### config.mk
export PLATFORM = sky130hd
export DESIGN_NAME = simd_perm_unit
export DESIGN_NICKNAME = d
export VERILOG_FILES = /design/src/rtl/simd_perm_pkg.sv /design/src/rtl/imm_pattern_gen.sv /design/src/rtl/byte_align_funnel.sv /design/src/rtl/xreg_file.sv /design/src/rtl/simd_perm_unit.sv
export SDC_FILE = /design/constraint.sdc
export NUM_CORES = 2
export LEC_CHECK = 0
export BUFFER_PORTS_ARGS = -buffer_cell sky130_fd_sc_hd__buf_2
export CORE_MARGIN = 2
export CORE_UTILIZATION = 45
export CTS_CLUSTER_DIAMETER = 80
export DETAILED_ROUTE_END_ITERATION = 10
export HOLD_SLACK_MARGIN = 0.1
export PLACE_DENSITY = 0.61
export SLEW_MARGIN = 5
export SYNTH_ARGS = -nofsm -noshare
export SYNTH_HDL_FRONTEND = slang
export SYNTH_SLANG_ARGS = --single-unit
### constraint.sdc
create_clock -name clk -period 8.46 [get_ports clk]
set_clock_uncertainty 0.05 [all_clocks]
set_input_delay 0.846 -clock clk [delete_from_list [all_inputs] [get_ports clk]]
set_output_delay 0.846 -clock clk [all_outputs]
set_load 0.01 [all_outputs]
### src/rtl/simd_perm_pkg.sv
`timescale 1ns/1ps
package simd_perm_pkg;
  localparam int WORD_W  = 32;
  localparam int LANE_W  = 8;
  localparam int REG_CNT = 16;
  localparam int RIDX_W  = $clog2(REG_CNT);

  localparam logic [2:0] SUB_ALIGN = 3'd1;
  localparam logic [2:0] SUB_LDIMM = 3'd3;

  typedef struct packed {
    logic [2:0]          sub;
    logic [RIDX_W-1:0]   dst;
    logic [RIDX_W-1:0]   src_b;
    logic [RIDX_W-1:0]   src_c;
    logic [LANE_W-1:0]   imm;
    logic [1:0]          pad;
    logic [2:0]          pat;
  } insn_fields_t;

  function automatic insn_fields_t split_insn(input logic [WORD_W-1:0] w);
    insn_fields_t f;
    f.sub   = w[20:18];
    f.dst   = w[9:6];
    f.src_b = w[13:10];
    f.src_c = w[17:14];
    f.imm   = w[17:10];
    f.pad   = w[22:21];
    f.pat   = w[25:23];
    return f;
  endfunction
endpackage

### src/rtl/imm_pattern_gen.sv
`timescale 1ns/1ps
module imm_pattern_gen #(
  parameter int LANE_W = 8,
  parameter int LANES  = 4
) (
  input  logic [LANE_W-1:0]       imm,
  input  logic [2:0]              pat,
  output logic [LANE_W*LANES-1:0] word
);
  localparam int WORD_W = LANE_W * LANES;
  logic [LANE_W-1:0] sign_byte;
  assign sign_byte = {LANE_W{imm[LANE_W-1]}};

  for (genvar k = 0; k < LANES; k++) begin : g_lane
    localparam logic IS_ODD = logic'(k % 2);
    always_comb begin
      word[k*LANE_W +: LANE_W] = '0;
      unique case (pat)
        3'd0, 3'd1, 3'd2, 3'd3:
          if (int'(pat) == k) word[k*LANE_W +: LANE_W] = imm;
        3'd4:
          if (!IS_ODD) word[k*LANE_W +: LANE_W] = imm;
        3'd5:
          if (IS_ODD) word[k*LANE_W +: LANE_W] = imm;
        3'd6:
          word[k*LANE_W +: LANE_W] = IS_ODD ? sign_byte : imm;
        default:
          word[k*LANE_W +: LANE_W] = imm;
      endcase
    end
  end

  always_comb begin
    if (pat == 3'd7) begin

      splat_all_chk: assert (word == {LANES{imm}});
    end
    if (pat == 3'd6) begin

      half_splat_chk: assert (word[WORD_W-1:WORD_W/2] == word[WORD_W/2-1:0]);
    end
  end
endmodule

### src/rtl/byte_align_funnel.sv
`timescale 1ns/1ps
module byte_align_funnel #(
  parameter int LANE_W = 8,
  parameter int LANES  = 4
) (
  input  logic [LANE_W*LANES-1:0] hi,
  input  logic [LANE_W*LANES-1:0] lo,
  input  logic [2:0]              cnt,
  output logic [LANE_W*LANES-1:0] res,
  output logic                    cnt_ok
);
  localparam int WORD_W = LANE_W * LANES;
  logic [WORD_W-1:0] cand [LANES+1];

  for (genvar k = 0; k <= LANES; k++) begin : g_cand
    logic [2*WORD_W-1:0] shifted;
    assign shifted = {hi, lo} << (LANE_W * k);
    assign cand[k] = shifted[2*WORD_W-1 -: WORD_W];
  end

  always_comb begin
    res    = '0;
    cnt_ok = 1'b0;
    for (int k = 0; k <= LANES; k++) begin
      if (int'(cnt) == k) begin
        res    = cand[k];
        cnt_ok = 1'b1;
      end
    end
  end

  always_comb begin
    if (cnt == 3'd0) begin

      n0_pass_b_chk: assert (res == hi);
    end
    if (int'(cnt) == LANES) begin

      nmax_pass_c_chk: assert (res == lo);
    end
  end
endmodule

### src/rtl/xreg_file.sv
`timescale 1ns/1ps
module xreg_file #(
  parameter int REG_CNT = 16,
  parameter int WORD_W  = 32
) (
  input  logic                       clk,
  input  logic                       rst,
  input  logic                       we,
  input  logic [$clog2(REG_CNT)-1:0] waddr,
  input  logic [WORD_W-1:0]          wdata,
  input  logic [$clog2(REG_CNT)-1:0] ra_b,
  input  logic [$clog2(REG_CNT)-1:0] ra_c,
  input  logic [$clog2(REG_CNT)-1:0] ra_d,
  output logic [WORD_W-1:0]          rd_b,
  output logic [WORD_W-1:0]          rd_c,
  output logic [WORD_W-1:0]          rd_d
);
  localparam int AW = $clog2(REG_CNT);
  logic [WORD_W-1:0] regs [REG_CNT];

  assign regs[0] = '0;

  for (genvar i = 1; i < REG_CNT; i++) begin : g_reg
    always_ff @(posedge clk) begin
      if (rst)
        regs[i] <= '0;
      else if (we && waddr == AW'(i))
        regs[i] <= wdata;
    end
  end

  assign rd_b = regs[ra_b];
  assign rd_c = regs[ra_c];
  assign rd_d = regs[ra_d];


  zero_reg_no_write_chk: assert property (@(posedge clk) disable iff (rst)
    we |-> waddr != '0);


  write_lands_chk: assert property (@(posedge clk) disable iff (rst)
    we |=> regs[$past(waddr)] == $past(wdata));


  reset_clears_chk: assert property (@(posedge clk)
    rst |=> regs[REG_CNT-1] == '0 && regs[1] == '0);
endmodule

### src/rtl/simd_perm_unit.sv
`timescale 1ns/1ps
module simd_perm_unit
  import simd_perm_pkg::*;
#(
  parameter int LANES = WORD_W / LANE_W
) (
  input  logic              clk,
  input  logic              rst,
  input  logic              insn_valid,
  input  logic [WORD_W-1:0] insn_word,
  input  logic [WORD_W-1:0] gp_value,
  input  logic [RIDX_W-1:0] dbg_addr,
  output logic [WORD_W-1:0] dbg_data
);
  insn_fields_t      f;
  logic [WORD_W-1:0] src_b_val, src_c_val;
  logic [WORD_W-1:0] imm_word, aln_word;
  logic              aln_cnt_ok;
  logic              both_zero;
  logic              wr_en;
  logic [WORD_W-1:0] wr_data;

  assign f         = split_insn(insn_word);
  assign both_zero = (f.src_b == '0) && (f.src_c == '0);

  imm_pattern_gen #(.LANE_W(LANE_W), .LANES(LANES)) u_imm (
    .imm  (f.imm),
    .pat  (f.pat),
    .word (imm_word)
  );

  byte_align_funnel #(.LANE_W(LANE_W), .LANES(LANES)) u_aln (
    .hi     (src_b_val),
    .lo     (src_c_val),
    .cnt    (gp_value[2:0]),
    .res    (aln_word),
    .cnt_ok (aln_cnt_ok)
  );

  always_comb begin
    wr_en   = 1'b0;
    wr_data = '0;
    if (insn_valid && f.dst != '0) begin
      if (f.sub == SUB_LDIMM) begin
        if (f.pad == 2'b00) begin
          wr_en   = 1'b1;
          wr_data = imm_word;
        end
      end else if (f.sub == SUB_ALIGN) begin
        if (both_zero) begin
          wr_en   = 1'b1;
          wr_data = '0;
        end else if (aln_cnt_ok) begin
          wr_en   = 1'b1;
          wr_data = aln_word;
        end
      end
    end
  end

  xreg_file #(.REG_CNT(REG_CNT), .WORD_W(WORD_W)) u_rf (
    .clk   (clk),
    .rst   (rst),
    .we    (wr_en),
    .waddr (f.dst),
    .wdata (wr_data),
    .ra_b  (f.src_b),
    .ra_c  (f.src_c),
    .ra_d  (dbg_addr),
    .rd_b  (src_b_val),
    .rd_c  (src_c_val),
    .rd_d  (dbg_data)
  );


  other_sub_idle_chk: assert property (@(posedge clk) disable iff (rst)
    (f.sub != SUB_ALIGN && f.sub != SUB_LDIMM) || !insn_valid |-> !wr_en);


  pad_drop_chk: assert property (@(posedge clk) disable iff (rst)
    (insn_valid && f.sub == SUB_LDIMM && f.pad != 2'b00) |-> !wr_en);


  undef_cnt_drop_chk: assert property (@(posedge clk) disable iff (rst)
    (insn_valid && f.sub == SUB_ALIGN && gp_value[2:0] > 3'd4 && !both_zero) |-> !wr_en);


  zero_src_clear_chk: assert property (@(posedge clk) disable iff (rst)
    (insn_valid && f.sub == SUB_ALIGN && both_zero && f.dst != '0)
      |=> u_rf.regs[$past(f.dst)] == '0);
endmodule

Yosys cells after proc, flatten, opt, wreduce, memory -nomap -nowiden
Cells that the tools add are included.
{"block": "classes", "n_eq_ne": 30, "bitwise": 3, "reduce_logical": 25, "muxes": 39, "n_lt_le_gt_ge": 3}
{"operator": "two-way mux 32 bit", "n": 17}
{"operator": "binary-select mux 32 bit (select 4 bit)", "n": 3}
{"operator": "one-hot mux 8 bit (3 select lines)", "n": 2}
{"operator": "equality test 4 bit, second input constant", "n": 8}
{"operator": "two-way mux 8 bit", "n": 4}
{"operator": "one-hot mux 8 bit (2 select lines)", "n": 2}
{"operator": "equality test 3 bit, second input constant", "n": 8}
{"operator": "logical AND 1 bit", "n": 17}
{"operator": "equality test 4 x 3 -> 1 bit, second input constant", "n": 4}
{"operator": "equality test 3 x 2 -> 1 bit, second input constant", "n": 5}
{"operator": ">= comparator 5 bit, second input constant", "n": 3}
{"operator": "NOT 4 -> 5 bit", "n": 3}
{"operator": "two-way mux 1 bit", "n": 11}
{"operator": "logical NOT 3 bit", "n": 3}
{"operator": "equality test 4 x 2 -> 1 bit, second input constant", "n": 2}
{"operator": "logical NOT 4 bit", "n": 2}
{"operator": "equality test 3 x 1 -> 1 bit, second input constant", "n": 2}
{"operator": "equality test 4 x 1 -> 1 bit, second input constant", "n": 1}
{"operator": "nonzero test 4 bit", "n": 1}
{"operator": "OR reduction 4 bit", "n": 1}
{"operator": "logical NOT 2 bit", "n": 1}
{"block": "word_totals", "wordCells": 115, "ff_bits": 480, "in_bits": 71, "output_inout_bits": 32}

Longest topological paths before layout
{"block": "logic_depth", "ltp_word": 14, "mapped_depth": 14, "ltp_nobuf": 7}

Hierarchy
Synthesis repeated with hierarchy kept, for this count alone.
{"block": "hier_totals", "hier_cells": 3598, "hier_area_um2": 30830.8}
{"mod": "xreg_file", "seq_area_each_um2": 9609.2, "cells_each": 3207, "n_inst": 1, "area_per_inst_um2": 28095.7}
{"mod": "byte_align_funnel", "seq_area_each_um2": 0.0, "cells_each": 198, "n_inst": 1, "area_per_inst_um2": 1535.2}
{"mod": "simd_perm_unit", "seq_area_each_um2": 0.0, "cells_each": 126, "n_inst": 1, "area_per_inst_um2": 762.0}
{"mod": "imm_pattern_gen", "seq_area_each_um2": 0.0, "cells_each": 67, "n_inst": 1, "area_per_inst_um2": 437.9}

Worst setup path before layout
OpenSTA, ideal clock, no wires.
{"block": "synth_path", "kind": "in2out", "start": "in dbg_addr[1]", "end": "out dbg_data[10]", "stages": 5, "t_arrival_ns": 2.902, "n_path_buf": 4, "path_slack_ns": 4.662, "t_required_ns": 7.564, "cell_sequence": "clkbuf_1 -> clkbuf_1 -> buf_1 -> buf_1 -> mux4_2"}
{"block": "synth_via", "elab_chain_cells": 4}
{"element": "from (decl)", "line_no": "simd_perm_unit.sv:12", "text": "input logic [RIDX_W-1:0] dbg_addr,"}
{"element": "NOT 4 -> 5 bit (not written as such)", "line_no": "xreg_file.sv:34", "text": "assign rd_d = regs[ra_d];"}
{"element": "binary-select mux 32 bit (select 4 bit)", "line_no": "xreg_file.sv:34"}
{"element": "two-way mux 32 bit (not written as such) (2 in series)", "line_no": "xreg_file.sv:34"}
{"element": "to (decl)", "line_no": "simd_perm_unit.sv:13", "text": "output logic [WORD_W-1:0] dbg_data"}
No other way between the ends. The select of a mux whose other input is x is not followed.

Worst setup path after layout
{"block": "layout_path", "start": "in insn_word[10]", "end": "reg u_rf.regs[159] (netlist bit)"}
{"block": "layout_via", "elab_chain_cells": 14, "elab_cells_between_ends": 21, "cone_classes": "17 x mux; 1 x bitwise; 3 x reduce/logical"}
{"element": "from (decl)", "line_no": "simd_perm_unit.sv:10", "text": "input logic [WORD_W-1:0] insn_word,"}
{"element": "NOT 4 -> 5 bit (not written as such)", "line_no": "xreg_file.sv:32", "text": "assign rd_b = regs[ra_b];"}
{"element": "binary-select mux 32 bit (select 4 bit)", "line_no": "xreg_file.sv:32"}
{"element": "two-way mux 32 bit (not written as such) (2 in series)", "line_no": "xreg_file.sv:32"}
{"element": "two-way mux 32 bit (5 in series)", "line_no": "byte_align_funnel.sv:25", "text": "if (int'(cnt) == k) begin"}
{"element": "two-way mux 32 bit", "line_no": "simd_perm_unit.sv:53", "text": "end else if (aln_cnt_ok) begin"}
{"element": "two-way mux 32 bit", "line_no": "simd_perm_unit.sv:50", "text": "if (both_zero) begin"}
{"element": "two-way mux 32 bit", "line_no": "simd_perm_unit.sv:49", "text": "end else if (f.sub == SUB_ALIGN) begin"}
{"element": "two-way mux 32 bit", "line_no": "simd_perm_unit.sv:44", "text": "if (f.sub == SUB_LDIMM) begin"}
{"element": "two-way mux 32 bit", "line_no": "simd_perm_unit.sv:43", "text": "if (insn_valid && f.dst != '0) begin"}
{"element": "to (signal, indexed assignment)", "line_no": "xreg_file.sv:28", "text": "regs[i] <= wdata;"}
{"element": "to (decl)", "line_no": "xreg_file.sv:19", "text": "logic [WORD_W-1:0] regs [REG_CNT];"}
Several ways; a longest one is shown, not always the timed one. The select of a mux whose other input is x is not followed.
A chain may end at the register's enable or synchronous reset.

==> flow_summary_export.csv <==
group,metric,value,unit
floorplan,die-area,70500,sq um
timing,fin_ws,3610,ps
status,status,"completed",
grt,grt_pass1_vias,26900,
final_layout,reg.largest.list,"u_rf.regs (480)",
final_layout,n_fill_cell,6116,
worst_setup_path,critPathMaxFanout,67,
timing,tns,0,ps
cts,cts_made_buffers,56,
logic_synthesis,ys_seq_area_share,31.2,%
place,gp_congestion,1.03,
worst_setup_path,crit_path_start_kind,"input pin",
worst_setup_path,crit_arrival,5240,ps
logic_synthesis,async_flop_share,0,%
cts,cts_resized,0,
cts,post_cts_buffers,0,
grt,grt_overflow,0,
place,post-place-ws,3110,ps
logic_synthesis,ys.flop_type,"dfxtp_1",
timing,hold_violations,0,
cts,cts_tree,"built",
logic_synthesis,synth_cell_types,89,
logic_synthesis,synth.top_cell.area_share,31.2,%
worst_hold_path,hp-start,"u_rf.regs[372]",
floorplan,die_y,266,um
grt,antenna_found_initial,2,
final_layout,largest_reg_flops,480,
routing,routed_wl,124000,um
logic_synthesis,synth_edf_count,0,
routing,drtIter0Drc,4386,
routing,drc,0,
timing,period_share,57.3,%
logic_synthesis,synth.largest_area_cell,"dfxtp_1",
final_layout,final_cell_mix,"dfxtp_1, o21ai_0, mux4_2, nand3b_1, nor2_1",
timing,worst_pin_slew,1410,ps
worst_hold_path,whs_path_depth,2,
power,p_per_area,160,nW/um^2
final_layout,drive_above_1_share,23.6,%
timing,setup_violations,0,
grt,gr-usage-all-layers,34.8,%
job,drv_cap,0,
timing,rsz0062_at_grt,"false",
worst_hold_path,hold_end,"u_rf.regs[372]",
cts,clockBufferDepth,3,
power,ir_drop,0.163,mV
power,p_leak,0.0109,uW
place,hpwl,78600,um
worst_setup_path,worstRegToRegCells,7,
place,place_area,31100,sq um
timing,max_freq,0.206,GHz
routing,ant_nets,0,
timing,post-route-min-period,4850,ps
final_layout,finalInstanceArea,33000,sq um
cts,clk_latency,640,ps
worst_setup_path,rr_endpoint,"u_rf.regs[158]",
grt,grt_pass1_wl,183000,um
final_layout,nets,3001,
worst_setup_path,cp.required,8860,ps
logic_synthesis,syn-cell-area,30800,sq um
logic_synthesis,syn_nets,3152,
logic_synthesis,syn_avg_cell_area,9.99,sq um
grt,grt_max_degree,206,
logic_synthesis,yosys_warnings,0,
floorplan,die_w,266,um
worst_setup_path,rrSetupSlack,4910,ps
worst_hold_path,hp-class,"flop to flop",
routing,vias_per_cell,7.38,
worst_setup_path,critPathKind,"input pin to flop",
worst_setup_path,critPathCaptureType,"flop",
timing,slew_headroom,5.93,%
floorplan,start_util,45.7,%
timing,slew_violations,0,
timing,finalHoldWorstSlack,437,ps
logic_synthesis,synth_cells,3081,
final_layout,area_growth,7.11,%
cts,cts_hold_buf,0,
logic_synthesis,synth.area.top_cells,"dfxtp_1, mux4_2, o21ai_0",
cts,cts_sinks,480,
logic_synthesis,synth_seq_cells,480,
place,port_buffers,61,
floorplan,core_area,67400,sq um
floorplan,io_pins,103,
cts,clk_pin_slew,60,ps
final_layout,regMostFlops,"u_rf.regs",
routing,drt_pass1_iterations,6,
worst_setup_path,reg2reg_from,"u_rf.regs[150]",
routing,dr_total_vias,28400,
floorplan,num_rows,95,
cts,cts_root_buffer,"clkbuf_16",
routing,wl_per_cell,32.3,um
final_layout,mostFrequentLayoutCell,"dfxtp_1",
cts,htreeDepth,2,
-- per-stage QoR --
| stage | std cells | total power, uW | utilization [%] |
|---|---|---|---|
| 4_1_cts | 3844 | 5270 | 48.9 |
| 3_5_place_dp | 3744 | 2860 | 46.2 |
| 2_1_floorplan | 3081 | 2680 | - |
| 6_report | 3847 | 5280 | 48.9 |
| 3_3_place_gp | 3744 | 2860 | 46.2 |
| 5_1_grt | 3845 | 5410 | 48.9 |
-- synthesized netlist by cell type (11+ instances only) --
cell type and count:
a211oi_1 71, a211oi_2 11, a21oi_1 81, a221oi_1 63, a22o_1 45, a22oi_1 18, a31oi_1 14, buf_1 30
buf_2 39, buf_4 28, buf_6 28, clkbuf_1 220, dfxtp_1 480, mux2_2 123, mux2i_1 95, mux4_2 287
nand2_1 118, nand2b_1 17, nand3_1 165, nand3b_1 184, nand4_1 11, nor2_1 179, nor2b_1 24, nor3_1 45
nor3b_1 11, o211ai_1 14, o21ai_0 361, o22ai_1 75, o31ai_1 27, or3_1 14
-- layout make-up --
class                   instances  area, sq um  share of cell area (%)
diodes                          2         5.00                  0.0152
clock buffers                  82         1620                    4.91
clock inverters                18          204                   0.619
inverters                      12         47.5                   0.144
multi-input cells            2227        19300                    58.6
flip-flops and latches        480         9610                    29.1
well taps                     873         1090                    3.31
repair buffers                153         1080                    3.29
-- kinds of logic (layout without fill, tap and decap cells) --
family / Yosys count / in the layout / synth area share, %
AO/OA/AOI/OAI: 894 / 894 / 19.0
AND/OR/NAND/NOR: 821 / 821 / 14.3
multiplexers: 512 / 512 / 29.2
flip-flops: 480 / 480 / 31.2
other: 0 / 2 / 0
buffers and inverters: 374 / 265 / 6.24
-- worst max-delay path, cell delays in order --
cell      delay [ps]
clkbuf_8         610
buf_4            860
mux4_2           610
mux4_2           610
a22oi_1          220
nand4_1           90
a32oi_1         1050
o21ai_0          240
-- where the power goes --
group | internal, uW | total [uW] | switching, uW | leakage, uW
sequential | 2260 | 2260 | 2.15 | 0.00386
clock | 1420 | 2450 | 1030 | 0.000902
combinational | 165 | 569 | 404 | 0.00610
total | 3840 | 5280 | 1440 | 0.0109
-- worst max-delay path by stage --
stage,start,to,slack (ps),cells after the start
2_1_floorplan,dbg_addr[1],dbg_data[10],4660,5
3_3_place_gp,insn_word[10],u_rf.regs[159],3200,8
3_5_place_dp,insn_word[10],u_rf.regs[159],3110,8
4_1_cts,insn_word[10],u_rf.regs[159],3770,8
5_1_grt,insn_word[10],u_rf.regs[157],3490,9
6_report,insn_word[10],u_rf.regs[159],3610,8
-- layer usage --
| layer | share of wire, % | vias to the layer above | GRT usage (%) |
|---|---|---|---|
| met5 | 0.022 | - | 0 |
| met4 | 5.7 | 4 | 17.5 |
| met3 | 12 | 429 | 8.59 |
| met2 | 43 | 2047 | 51.9 |
| met1 | 39 | 14100 | 47.0 |
| li1 | - | 11800 | - |
Note: power is estimated with default switching activity, not from simulation.
